==> config.mk <==
export PLATFORM = sky130hd
export DESIGN_NAME = quad_lo_divider
export DESIGN_NICKNAME = d
export VERILOG_FILES = /design/src/rtl/qld_pkg.sv /design/src/rtl/qld_exp_ctrl.sv /design/src/rtl/qld_prescaler.sv /design/src/rtl/qld_quad.sv /design/src/rtl/qld_lock.sv /design/src/rtl/quad_lo_divider.sv
export SDC_FILE = /design/constraint.sdc
export NUM_CORES = 1
export LEC_CHECK = 0
export ABC_CLOCK_PERIOD_IN_PS = 8000
export BUFFER_PORTS_ARGS = -buffer_cell sky130_fd_sc_hd__buf_4
export CAP_MARGIN = 15
export CORE_UTILIZATION = 45
export CTS_BUF_LIST = sky130_fd_sc_hd__clkbuf_8 sky130_fd_sc_hd__clkbuf_16
export DETAILED_ROUTE_END_ITERATION = 7
export RECOVER_POWER = 25
export SLEW_MARGIN = 15
export SYNTH_ARGS = -nofsm -noshare
export SYNTH_HDL_FRONTEND = slang
export SYNTH_SLANG_ARGS = --single-unit
==> constraint.sdc <==
create_clock -name clk -period 8 [get_ports clk]
set_input_delay 1.6 -clock clk [delete_from_list [all_inputs] [get_ports clk]]
set_output_delay 1.6 -clock clk [all_outputs]
set_load 0.02 [all_outputs]
==> src/rtl/qld_pkg.sv <==
package qld_pkg;

  // Smallest exponent: the twisted-ring stage alone divides by four.
  localparam int unsigned QLD_MIN_EXP = 2;

  // Output phase register, bit 1 = I, bit 0 = Q.
  typedef enum logic [1:0] {
    QP_LOW  = 2'b00,
    QP_I    = 2'b10,
    QP_BOTH = 2'b11,
    QP_Q    = 2'b01
  } qld_phase_e;

  function automatic int unsigned qld_clamp(input int unsigned code,
                                            input int unsigned hi);
    if (code < QLD_MIN_EXP) return QLD_MIN_EXP;
    if (code > hi)          return hi;
    return code;
  endfunction

endpackage

==> src/rtl/qld_exp_ctrl.sv <==
module qld_exp_ctrl
  import qld_pkg::*;
#(
  parameter int unsigned EXPW      = 4,
  parameter int unsigned MAX_EXP   = 10,
  parameter int unsigned RESET_EXP = 2
) (
  input  logic            clk,
  input  logic            rst,
  input  logic            load,
  input  logic [EXPW-1:0] code,
  input  logic            tick,
  output logic [EXPW-1:0] act_exp,
  output logic            apply
);

  logic [EXPW-1:0] clamped;
  logic [EXPW-1:0] pend_exp;
  logic            pend_vld;

  assign clamped = EXPW'(qld_clamp(int'(code), MAX_EXP));
  assign apply   = tick & pend_vld;

  always_ff @(posedge clk) begin
    if (rst) begin
      act_exp  <= EXPW'(RESET_EXP);
      pend_exp <= EXPW'(RESET_EXP);
      pend_vld <= 1'b0;
    end else begin
      if (apply) act_exp <= pend_exp;
      if (load) begin
        pend_exp <= clamped;
        pend_vld <= 1'b1;
      end else if (tick) begin
        pend_vld <= 1'b0;
      end
    end
  end

  // the applied exponent always lies in the legal range
  a_r4_exp_legal: assert property (@(posedge clk) disable iff (rst)
    (act_exp >= EXPW'(QLD_MIN_EXP)) && (act_exp <= EXPW'(MAX_EXP)));

  // the ratio only changes on a prescaler wrap
  a_r5_change_on_wrap: assert property (@(posedge clk) disable iff (rst)
    !tick |=> $stable(act_exp));

endmodule

==> src/rtl/qld_prescaler.sv <==
module qld_prescaler
  import qld_pkg::*;
#(
  parameter int unsigned EXPW    = 4,
  parameter int unsigned MAX_EXP = 10
) (
  input  logic            clk,
  input  logic            rst,
  input  logic [EXPW-1:0] act_exp,
  output logic            tick
);

  localparam int unsigned PW = MAX_EXP - QLD_MIN_EXP;

  logic [PW-1:0] cnt;
  logic [PW-1:0] limit;

  always_comb begin
    int unsigned sh;
    sh    = int'(act_exp) - QLD_MIN_EXP;
    limit = PW'((32'd1 << sh) - 32'd1);
  end

  assign tick = (cnt == limit);

  always_ff @(posedge clk) begin
    if (rst)       cnt <= '0;
    else if (tick) cnt <= '0;
    else           cnt <= cnt + 1'b1;
  end

  // the count never passes the terminal value of the active ratio
  a_r1_cnt_bound: assert property (@(posedge clk) disable iff (rst)
    cnt <= limit);

endmodule

==> src/rtl/qld_quad.sv <==
module qld_quad
  import qld_pkg::*;
(
  input  logic clk,
  input  logic rst,
  input  logic tick,
  output logic lo_i,
  output logic lo_q
);

  qld_phase_e ph;
  qld_phase_e ph_nx;

  always_comb begin
    unique case (ph)
      QP_LOW:  ph_nx = QP_I;
      QP_I:    ph_nx = QP_BOTH;
      QP_BOTH: ph_nx = QP_Q;
      default: ph_nx = QP_LOW;
    endcase
  end

  always_ff @(posedge clk) begin
    if (rst)       ph <= QP_LOW;
    else if (tick) ph <= ph_nx;
  end

  assign lo_i = ph[1];
  assign lo_q = ph[0];

  // only one output toggles per step
  a_r2_single_toggle: assert property (@(posedge clk) disable iff (rst)
    $countones(ph ^ $past(ph)) <= 1);

  // Q only rises while I is high
  a_r2_i_leads_q: assert property (@(posedge clk) disable iff (rst)
    $rose(lo_q) |-> lo_i);

  // outputs hold between prescaler strobes
  a_r5_hold_between: assert property (@(posedge clk) disable iff (rst)
    !tick |=> $stable(ph));

endmodule

==> src/rtl/qld_lock.sv <==
module qld_lock #(
  parameter int unsigned LOCK_STEPS = 8
) (
  input  logic clk,
  input  logic rst,
  input  logic restart,
  input  logic tick,
  output logic locked
);

  localparam int unsigned CW = $clog2(LOCK_STEPS + 1);

  logic [CW-1:0] steps;

  always_ff @(posedge clk) begin
    if (rst || restart)                           steps <= '0;
    else if (tick && (steps != CW'(LOCK_STEPS)))  steps <= steps + 1'b1;
  end

  assign locked = (steps == CW'(LOCK_STEPS));

  // lock only drops because a new ratio was applied
  a_r7_fall_cause: assert property (@(posedge clk) disable iff (rst)
    $fell(locked) |-> $past(restart));

  // lock is low right after an apply
  a_r7_low_after: assert property (@(posedge clk) disable iff (rst)
    restart |=> !locked);

endmodule

==> src/rtl/quad_lo_divider.sv <==
module quad_lo_divider
  import qld_pkg::*;
#(
  parameter int unsigned EXPW         = 4,
  parameter int unsigned MAX_EXP      = 10,
  parameter int unsigned RESET_EXP    = 2,
  parameter int unsigned LOCK_PERIODS = 2
) (
  input  logic            clk,
  input  logic            rst,
  input  logic            cfg_load,
  input  logic [EXPW-1:0] cfg_exp,
  output logic            lo_i,
  output logic            lo_q,
  output logic            lo_lock
);

  localparam int unsigned LOCK_STEPS = 4 * LOCK_PERIODS;

  logic [EXPW-1:0] act_exp;
  logic            apply;
  logic            tick;

  qld_exp_ctrl #(.EXPW(EXPW), .MAX_EXP(MAX_EXP), .RESET_EXP(RESET_EXP)) u_ctrl (
    .clk(clk), .rst(rst), .load(cfg_load), .code(cfg_exp), .tick(tick),
    .act_exp(act_exp), .apply(apply)
  );

  qld_prescaler #(.EXPW(EXPW), .MAX_EXP(MAX_EXP)) u_pre (
    .clk(clk), .rst(rst), .act_exp(act_exp), .tick(tick)
  );

  qld_quad u_quad (
    .clk(clk), .rst(rst), .tick(tick), .lo_i(lo_i), .lo_q(lo_q)
  );

  qld_lock #(.LOCK_STEPS(LOCK_STEPS)) u_lock (
    .clk(clk), .rst(rst), .restart(apply), .tick(tick), .locked(lo_lock)
  );

  // everything is low in the cycle after a reset edge
  a_r6_reset_low: assert property (@(posedge clk)
    $past(rst) |-> (!lo_i && !lo_q && !lo_lock));

endmodule

==> flow_summary.json, run 1 <==
{
  "dieArea_sq_um": 3402,
  "drive_above_1_share_pct": 11.90,
  "fin_worst_skew_ps": 3.992,
  "synth_enable_flop_cells": 0,
  "core_area_sq_um": 3028,
  "critPathSlowestCell": "dfxtp_1",
  "start_util_pct": 47.15,
  "routed_wl_mm": 2.781,
  "rsz0062_at_grt": "no",
  "critPathMaxStageDelay_ps": 460,
  "setup_viol": 0,
  "dpl.hpwl_mm": 2.033,
  "power_density_nw_per_um2": 440.4,
  "power_leakage_uw": 0.0005308,
  "route.detailed.drc": 0,
  "cp_data_required_time_ps": 8160,
  "worstHoldPathType": "reg -> reg",
  "max-clock-path-buffers": 2,
  "grt_pass1_wl_mm": 4.974,
  "cts_root_buf": "clkbuf_8",
  "crit_fanout": 24,
  "vias_per_cell": 5.561,
  "cp.arrival_ps": 3710,
  "cts.clk_slew.worst_paths_ps": 80,
  "dp.cells": 208,
  "ys.warnings.count": 0,
  "final_core_util_pct": 50.50,
  "ys_top_cells_by_area": "dfxtp_1 32%, xnor2_1 5.5%, nand3_1 4.6%",
  "final_cells": 212,
  "cp-end-kind": "register",
  "fin_crit_ps": 3545,
  "antenna_found_initial": 0,
  "drv_slew": 0,
  "synth_top_area_share_pct": 32.25,
  "synth_flop_cell": "dfxtp_1",
  "synth_top_cell_by_area": "dfxtp_1",
  "syn_avg_cell_area_sq_um": 8.652,
  "outcome": "completed",
  "r2r_slack_ps": 4460,
  "path_cells": "inv_1 > ha_1 > or2_1 > o21ai_4 > nand4_1 > ha_1 > nor2b_1 > a31oi_1 > o221a_4 > xnor2_1 > nor4_4 > buf_4 > a21oi_1 > a311o_1",
  "ys_seq_area_share_pct": 32.25,
  "htree_levels": 1,
  "rows": 20,
  "worst_slew_margin_rel_pct": 58.86,
  "io_buffer_count": 9,
  "num_vias": 1179,
  "critPathLaunchType": "register",
  "dr.pass1.iters": 4,
  "synthToLayoutAreaGrowth_pct": 7.099,
  "routed-wl-met3_um": 65,
  "die_w_um": 58.33,
  "path_common_cell": "ha_1",
  "timing.final.crit_share_pct": 44.31,
  "maxCapViolCount": 0,
  "path_class": "reg -> reg",
  "ys_types": 48,
  "routed.top_layer": "met4",
  "dr.first_iter.drc_count": 45,
  "drt-wirelength-per-cell_um": 13.12,
  "antenna_cells": 0,
  "fmax_mhz": 282.1,
  "antenna_left": 0,
  "syn-num-nets": 177,
  "cts_resized": 0,
  "cts_hold_buf": 0,
  "place_congestion": 0.8632,
  "insertion_delay_ps": 270,
  "finalHoldViolCount": 0,
  "tightestPinTransition_ps": 613.0,
  "post-cts-setup-buffers": 0,
  "netlist_area_sq_um": 1428,
  "overflow": 0,
  "critPathBufInv": 2,
  "syn-instance-count": 165,
  "die_y_um": 58.33,
  "wl_met1_mm": 1.364,
  "cts_tree": "built",
  "grt.total_usage_pct": 18.92,
  "async_flop_share_pct": 0,
  "cts_buffers": 3,
  "yosys_register_bits": 23,
  "ir_worst_vdd_uv": 234.5,
  "nets": 181,
  "fill_cells": 301,
  "grt_pass1_vias": 1108,
  "cts.sinks": 23,
  "final.setup.tns_ps": 0,
  "ios": 10,
  "met2_length_mm": 1.323,
  "crit_family": "compound AO/OA/AOI/OAI gates",
  "grt_max_degree": 25
}
-- worst register-to-register path: stages, from the launching register on --
cell and delay (ps):
dfxtp_1 460, inv_1 100, ha_1 280, or2_1 270, o21ai_4 220, nand4_1 130
ha_1 280, nor2b_1 160, a31oi_1 190, o221a_4 240, xnor2_1 90, nor4_4 270
buf_4 320, a21oi_1 120, a311o_1 330
-- flip-flops by register name, summed over array words and instances (netlist names) --
name,count
u_ctrl.pend_vld,1
u_ctrl.act_exp,4
u_ctrl.pend_exp,4
u_quad.ph,2
u_lock.steps,4
u_pre.cnt,8
-- cell usage in the layout, fill, tap and decap left out, types with 2 or more instances in the layout --
cell and instances:
dfxtp_1 23, nand3_1 13, a21oi_1 12, nor3_1 11, nor2_1 10, inv_1 9
xnor2_1 9, nand3b_1 6, buf_4 6, nand2_1 5, mux2i_1 5, ha_1 5
xor2_1 4, clkbuf_1 4, nor2b_1 3, clkbuf_8 3, a31oi_1 2, o211ai_1 2
nand2b_1 2, nor4b_1 2, a21bo_2 2, nor3b_1 2, a211oi_2 2
-- stage by stage --
stage                     hold WS [ps]  power (uW)  cell area, sq um  setup WS (ps)
after floorplan                  439.7       554.2              1428           4927
after global placement           454.5       597.4              1498           4578
after detailed placement         466.3       607.5              1498           4493
after CTS                        477.3       681.5              1544           4468
after global routing             491.9       734.2              1529           4211
final                            475.8       673.4              1529           4455
-- routing by layer --
layer	vias up	GRT usage, %
met5	-	0
met4	0	6.122
met3	4	3.297
met2	23	31.20
met1	553	25.21
li1	599	-
-- layout make-up --
cell class / instances / area, sq um / share of cell area, %
Clock buffer: 3 / 41.29 / 2.700
Clock inverter: 1 / 5.005 / 0.3273
Inverter: 9 / 33.78 / 2.209
Multi-Input combinational cell: 122 / 873.3 / 57.12
Sequential cell: 23 / 460.4 / 30.11
Tap cell: 44 / 55.05 / 3.601
Timing Repair Buffer: 10 / 60.06 / 3.928
-- power breakdown --
part	internal [uW]	switching, uW
registers	133	27.0
logic	190	251
clock network	34.8	37.8
total	357	316
-- path summary, 6_finish.rpt --
kind | cells after the start | startpoint | to
setup / recovery | 14 | u_ctrl.act_exp[1] | u_ctrl.act_exp[1]
hold / removal | 2 | u_ctrl.pend_exp[0] | u_ctrl.pend_exp[0]
setup reg to reg | 14 | u_ctrl.act_exp[1] | u_ctrl.act_exp[1]
hold reg to reg | 2 | u_ctrl.pend_exp[0] | u_ctrl.pend_exp[0]
-- cells by family after synthesis --
group / share of synthesized area, %
compound gates: 19.02
flops: 32.25
fa+ha+maj: 4.382
mux: 3.506
xor+xnor: 7.976
buf+inv: 6.573
simple gates: 26.29
-- cell usage after synthesis, drive strengths merged, types with 2 or more instances --
library cell   n
a211oi         2
a21bo          2
a21oi         12
a31oi          2
buf            3
clkbuf         8
dfxtp         23
ha             5
inv            9
mux2i          5
nand2          5
nand2b         2
nand3         13
nand3b         6
nor2          10
nor2b          3
nor3          11
nor3b          3
nor4b          2
o211ai         2
o21ai          3
or2            2
xnor2          9
xor2           4
No activity file was read; power rests on OpenSTA's default activity.
==> inputs of run 2 (changes only) <==
- ABC_CLOCK_PERIOD_IN_PS: 8000 -> 3250
- clock period: 8 -> 3.25 ns (I/O delays scaled with it)
==> run 2 against run 1 <==
Sequential cell count did not move. Core utilization rose by 2.4 points. Fmax rose by 17%. Final area rose by 4.7%. Power rose to 2.8 times the previous value. Clock-buffer cell count did not move. Highest routed layer unchanged.
==> flow_summary.json, run 2 (synthesized netlist as in run 1, its figures left out) <==
{
  "vias_per_cell": 5.466,
  "timing.final.crit_share_pct": 92.98,
  "antenna_cells": 0,
  "final.setup.tns_ps": 0,
  "cp_data_required_time_ps": 3400,
  "place_congestion": 0.8533,
  "finalHoldViolCount": 0,
  "hold_end": "u_ctrl.pend_exp[0]",
  "grt_pass1_vias": 1087,
  "holdPathStages": 2,
  "synthToLayoutAreaGrowth_pct": 12.09,
  "dpl.hpwl_mm": 2.036,
  "rsz0062_at_grt": "no",
  "final_cells": 219,
  "worstHoldPathType": "reg -> reg",
  "mostFrequentLayoutCells": "22 x dfxtp_1, 13 x nand3_1, 12 x a21oi_1, 12 x buf_4, 11 x nor3_1",
  "ios": 10,
  "cp.arrival_ps": 3170,
  "cts_buffers": 3,
  "cp-end-kind": "register",
  "fin_crit_ps": 3022,
  "cts_tree": "built",
  "grt.total_usage_pct": 18.13,
  "worst_hold_startpoint": "u_ctrl.pend_exp[0]",
  "largest_reg_flops": 8,
  "fin_worst_skew_ps": 2.467,
  "cts.sinks": 23,
  "r2r_end": "u_lock.steps[1]",
  "dieArea_sq_um": 3402,
  "cts_hold_buf": 0,
  "r2r_start": "u_ctrl.act_exp[2]",
  "grt_pass1_wl_mm": 4.671,
  "reg2reg_depth": 14,
  "dp.cells": 212,
  "overflow": 0,
  "num_vias": 1197,
  "max-clock-path-buffers": 2,
  "crit_fanout": 6,
  "core_area_sq_um": 3028,
  "die_y_um": 58.33,
  "htree_levels": 1,
  "dr.pass1.iters": 4,
  "nets": 188,
  "route.detailed.drc": 0,
  "antenna_left": 0,
  "drv_slew": 0,
  "rows": 20,
  "antenna_found_initial": 0,
  "cts_root_buf": "clkbuf_8",
  "routed_wl_mm": 2.813,
  "fmax_mhz": 330.9,
  "hold_ws_ps": 476.0,
  "start_util_pct": 47.15,
  "die_w_um": 58.33,
  "maxCapViolCount": 0,
  "drive_above_1_share_pct": 17.14,
  "critPathLaunchType": "register",
  "power_leakage_uw": 0.0005694,
  "grt_max_degree": 24,
  "setup_viol": 0,
  "path_class": "reg -> reg",
  "io_buffer_count": 9,
  "final_common_cell": "dfxtp_1",
  "worst_slew_margin_rel_pct": 59.37,
  "cts.clk_slew.worst_paths_ps": 80,
  "insertion_delay_ps": 260,
  "outcome": "completed",
  "drt-wirelength-per-cell_um": 12.84,
  "regMostFlops": "u_pre.cnt",
  "r2r_slack_ps": 230,
  "tightestPinTransition_ps": 605.3,
  "dr.first_iter.drc_count": 30,
  "ir_worst_vdd_uv": 579.4,
  "final_core_util_pct": 52.85,
  "power_density_nw_per_um2": 1174
}
## run 2: worst max-delay path by stage
stage | from | end | slack [ps] | cells past startpoint
floorplan | u_ctrl.act_exp[1] | u_lock.steps[3] | 180 | 14
global placement | u_ctrl.act_exp[2] | u_quad.ph[0] | 190 | 14
detailed placement | u_ctrl.act_exp[2] | u_quad.ph[0] | 60 | 14
CTS | u_ctrl.act_exp[2] | u_quad.ph[0] | 30 | 14
global route | u_ctrl.act_exp[2] | u_lock.steps[1] | 10 | 14
finish | u_ctrl.act_exp[2] | u_lock.steps[1] | 230 | 14
## run 2: through the flow
step / instance area, sq um / setup WS [ps] / total power (uW)
finish: 1600 / 228.3 / 1878
global route: 1600 / 13.94 / 2032
CTS: 1573 / 31.42 / 1726
detailed placement: 1528 / 60.62 / 1542
global placement: 1528 / 188.3 / 1512
floorplan: 1428 / 177.1 / 1364
## run 2: per-layer routing
layer	track usage (%)	share of wire (%)	vias to the layer above
met5	0	0	-
met4	9.864	2.1	0
met3	3.516	2.6	7
met2	28.41	44	20
met1	23.56	51	558
li1	-	-	612
## run 2: what timing repair did
action	4_1_cts	5_1_grt
setup endpoints to repair	0	18
buffers inserted	0	3
resized for setup	0	5
## run 2: cell type report
class,instances,area [sq um]
Tap cell,44,55.05
Multi-Input combinational cell,122,888.4
Sequential cell,23,461.7
Clock inverter,1,3.754
Fill cell,296,1428
Inverter,9,33.78
Timing Repair Buffer,17,116.4
Clock buffer,3,41.29
## run 2: worst max-delay path: stages, from the launching register on
cell and delay, ps:
dfxtp_2 370, inv_1 70, ha_1 180, or2_1 240, o21ai_4 210, nand4_1 130, ha_2 220, nor2b_1 130
a31oi_1 180, o221a_4 230, xnor2_1 110, nor4_4 360, buf_4 210, mux2i_1 180, a21oi_1 80
## run 2: power breakdown
part	internal [uW]	switching, uW	total [uW]
Clock	84.4	89.1	173
Combinational	650	671	1320
Sequential	327	56.7	383
Total	1060	817	1880
==> inputs of run 3 (changes only) <==
- CORE_MARGIN: unset -> 5
- RECOVER_POWER: 25 -> unset
- SKIP_LAST_GASP: unset -> 1
==> run 3 against run 2 <==
Setup slack worse by 11 ps. Register-to-register slack about the same. Final cell count unchanged. Worst hold slack worse by 3.9 ps. Clock skew about the same. Sequential share of layout area down 0.47 points. Power up 4.6%. First-iteration DRC count up 110%. Fmax down 0.36%. Wire length up 1.2%. Critical endpoint is now u_ctrl.act_exp[2]. Highest routed layer unchanged.
==> flow_summary.json, run 3 (synthesized netlist as in run 1, its figures left out) <==
{
  "htree_levels": 1,
  "grt_pass1_wl_mm": 4.788,
  "crit_fanout": 8,
  "timing.final.crit_share_pct": 93.31,
  "switchingPower_uw": 861.6,
  "grt_pass1_vias": 1121,
  "io_buffer_count": 9,
  "route.detailed.drc": 0,
  "holdPathStages": 2,
  "setup_ws_ps": 217.3,
  "ios": 10,
  "finalHoldViolCount": 0,
  "largest_reg_flops": 8,
  "critPathLaunchType": "register",
  "vias_per_cell": 5.365,
  "worst_slew_margin_rel_pct": 51.50,
  "nets": 188,
  "dpl_worst_slack_ps": 70.72,
  "die_w_um": 66.33,
  "cp_data_required_time_ps": 3450,
  "routed_wl_mm": 2.847,
  "clkPwrFrac_pct": 8.8,
  "worstHoldPathType": "reg -> reg",
  "maxCapViolCount": 0,
  "drv_slew": 0,
  "outcome": "completed",
  "drive_above_1_share_pct": 20.00,
  "insertion_delay_ps": 260,
  "dr.pass1.iters": 4,
  "overflow": 0,
  "core_area_sq_um": 3053,
  "mostFrequentLayoutCells": "22 x dfxtp_1, 15 x buf_4, 13 x nand3_1, 12 x a21oi_1, 11 x nor3_1",
  "final_common_cell": "dfxtp_1",
  "fmax_mhz": 329.7,
  "antenna_cells": 0,
  "reg2reg_depth": 15,
  "dpl.hpwl_mm": 2.003,
  "num_vias": 1175,
  "cp.arrival_ps": 3230,
  "antenna_left": 0,
  "final_area_sq_um": 1627,
  "p_seq_share_pct": 19.6,
  "rows": 20,
  "tightestPinTransition_ps": 722.5,
  "p_sw_share_pct": 43.84,
  "dr.first_iter.drc_count": 64,
  "fill_cells": 303,
  "drt-wirelength-per-cell_um": 13.00,
  "power_leakage_uw": 0.0005872,
  "dieArea_sq_um": 4399,
  "place_congestion": 0.8100,
  "final_core_util_pct": 53.28,
  "hold_ws_ps": 472.0,
  "fin_worst_skew_ps": 2.423,
  "cts_root_buf": "clkbuf_8",
  "antenna_found_initial": 0,
  "cts_tree": "built",
  "start_util_pct": 46.76,
  "cts_buffers": 3,
  "cts.sinks": 23,
  "setup_viol": 0,
  "dpl_cell_area_sq_um": 1520,
  "max-clock-path-buffers": 2,
  "regArea_sq_um": 461.7,
  "die_y_um": 66.33,
  "p_int_uw": 1104,
  "regMostFlops": "u_pre.cnt",
  "combPwrFrac_pct": 71.5,
  "fin_crit_ps": 3033,
  "grt.total_usage_pct": 13.82,
  "multiInputGateArea_sq_um": 895.9,
  "path_class": "reg -> reg",
  "synthToLayoutAreaGrowth_pct": 13.94,
  "ir_worst_vdd_uv": 625.9,
  "cts.clk_slew.worst_paths_ps": 80,
  "grt_max_degree": 24,
  "cp-end-kind": "register",
  "power_density_nw_per_um2": 1208
}
## run 3: repair_timing
action | in CTS | in global routing
hold buffers | 0 | 0
buffers inserted | 0 | 4
endpoints found under the setup margin | 0 | 12
gates resized for setup | 0 | 7
## run 3: power groups by stage
| stage | Clock [uW] | Combinational, uW | Sequential [uW] |
|---|---|---|---|
| finish | 174 | 1410 | 386 |
| global route | 189 | 1530 | 394 |
| CTS | 177 | 1170 | 383 |
| detailed placement | 0 | 1160 | 390 |
| global placement | 0 | 1130 | 387 |
| floorplan | 0 | 988 | 376 |
## run 3: worst paths after layout
check / from / end / slack (ps)
worst max register to register: u_ctrl.act_exp[2] / u_ctrl.act_exp[2] / 220
worst min-delay path: u_ctrl.pend_exp[0] / u_ctrl.pend_exp[0] / 470
worst max-delay path: u_ctrl.act_exp[2] / u_ctrl.act_exp[2] / 220
worst min register to register: u_ctrl.pend_exp[0] / u_ctrl.pend_exp[0] / 470
## run 3: final cells by class
type                            count  area share [%]
Tap cell                           44           3.385
Clock inverter                      1          0.2308
Inverter                            9           2.077
Sequential cell                    23           28.38
Multi-Input combinational cell    122           55.08
Timing Repair Buffer               17           8.308
Clock buffer                        3           2.538
## run 3: through the flow
stage                     TNS [ps]  power, uW  cells
after detailed placement         0       1553    211
after global routing        -19.74       2118    219
after global placement           0       1516    211
after CTS                        0       1731    215
after floorplan                  0       1364    165
final                            0       1965    219
## run 3: worst max-delay path, cell delays in order, from the launching register on
cell and delay, ps:
dfxtp_2 370, inv_1 60, ha_1 190, or2_1 240, o21ai_4 170, nand4_1 120, ha_2 370, xor2_2 160
nand3_1 150, nor3_1 270, a31oi_2 110, nor4_4 230, buf_6 190, buf_4 120, nand3_1 80, a21oi_1 140
## run 3: routing by layer
layer,GRT usage (%),wire [um],vias to the layer above
met1,19.06,1456,550
met5,0,0,-
met4,4.569,30,0
met2,21.69,1301,13
met3,2.211,58,4
li1,-,-,608
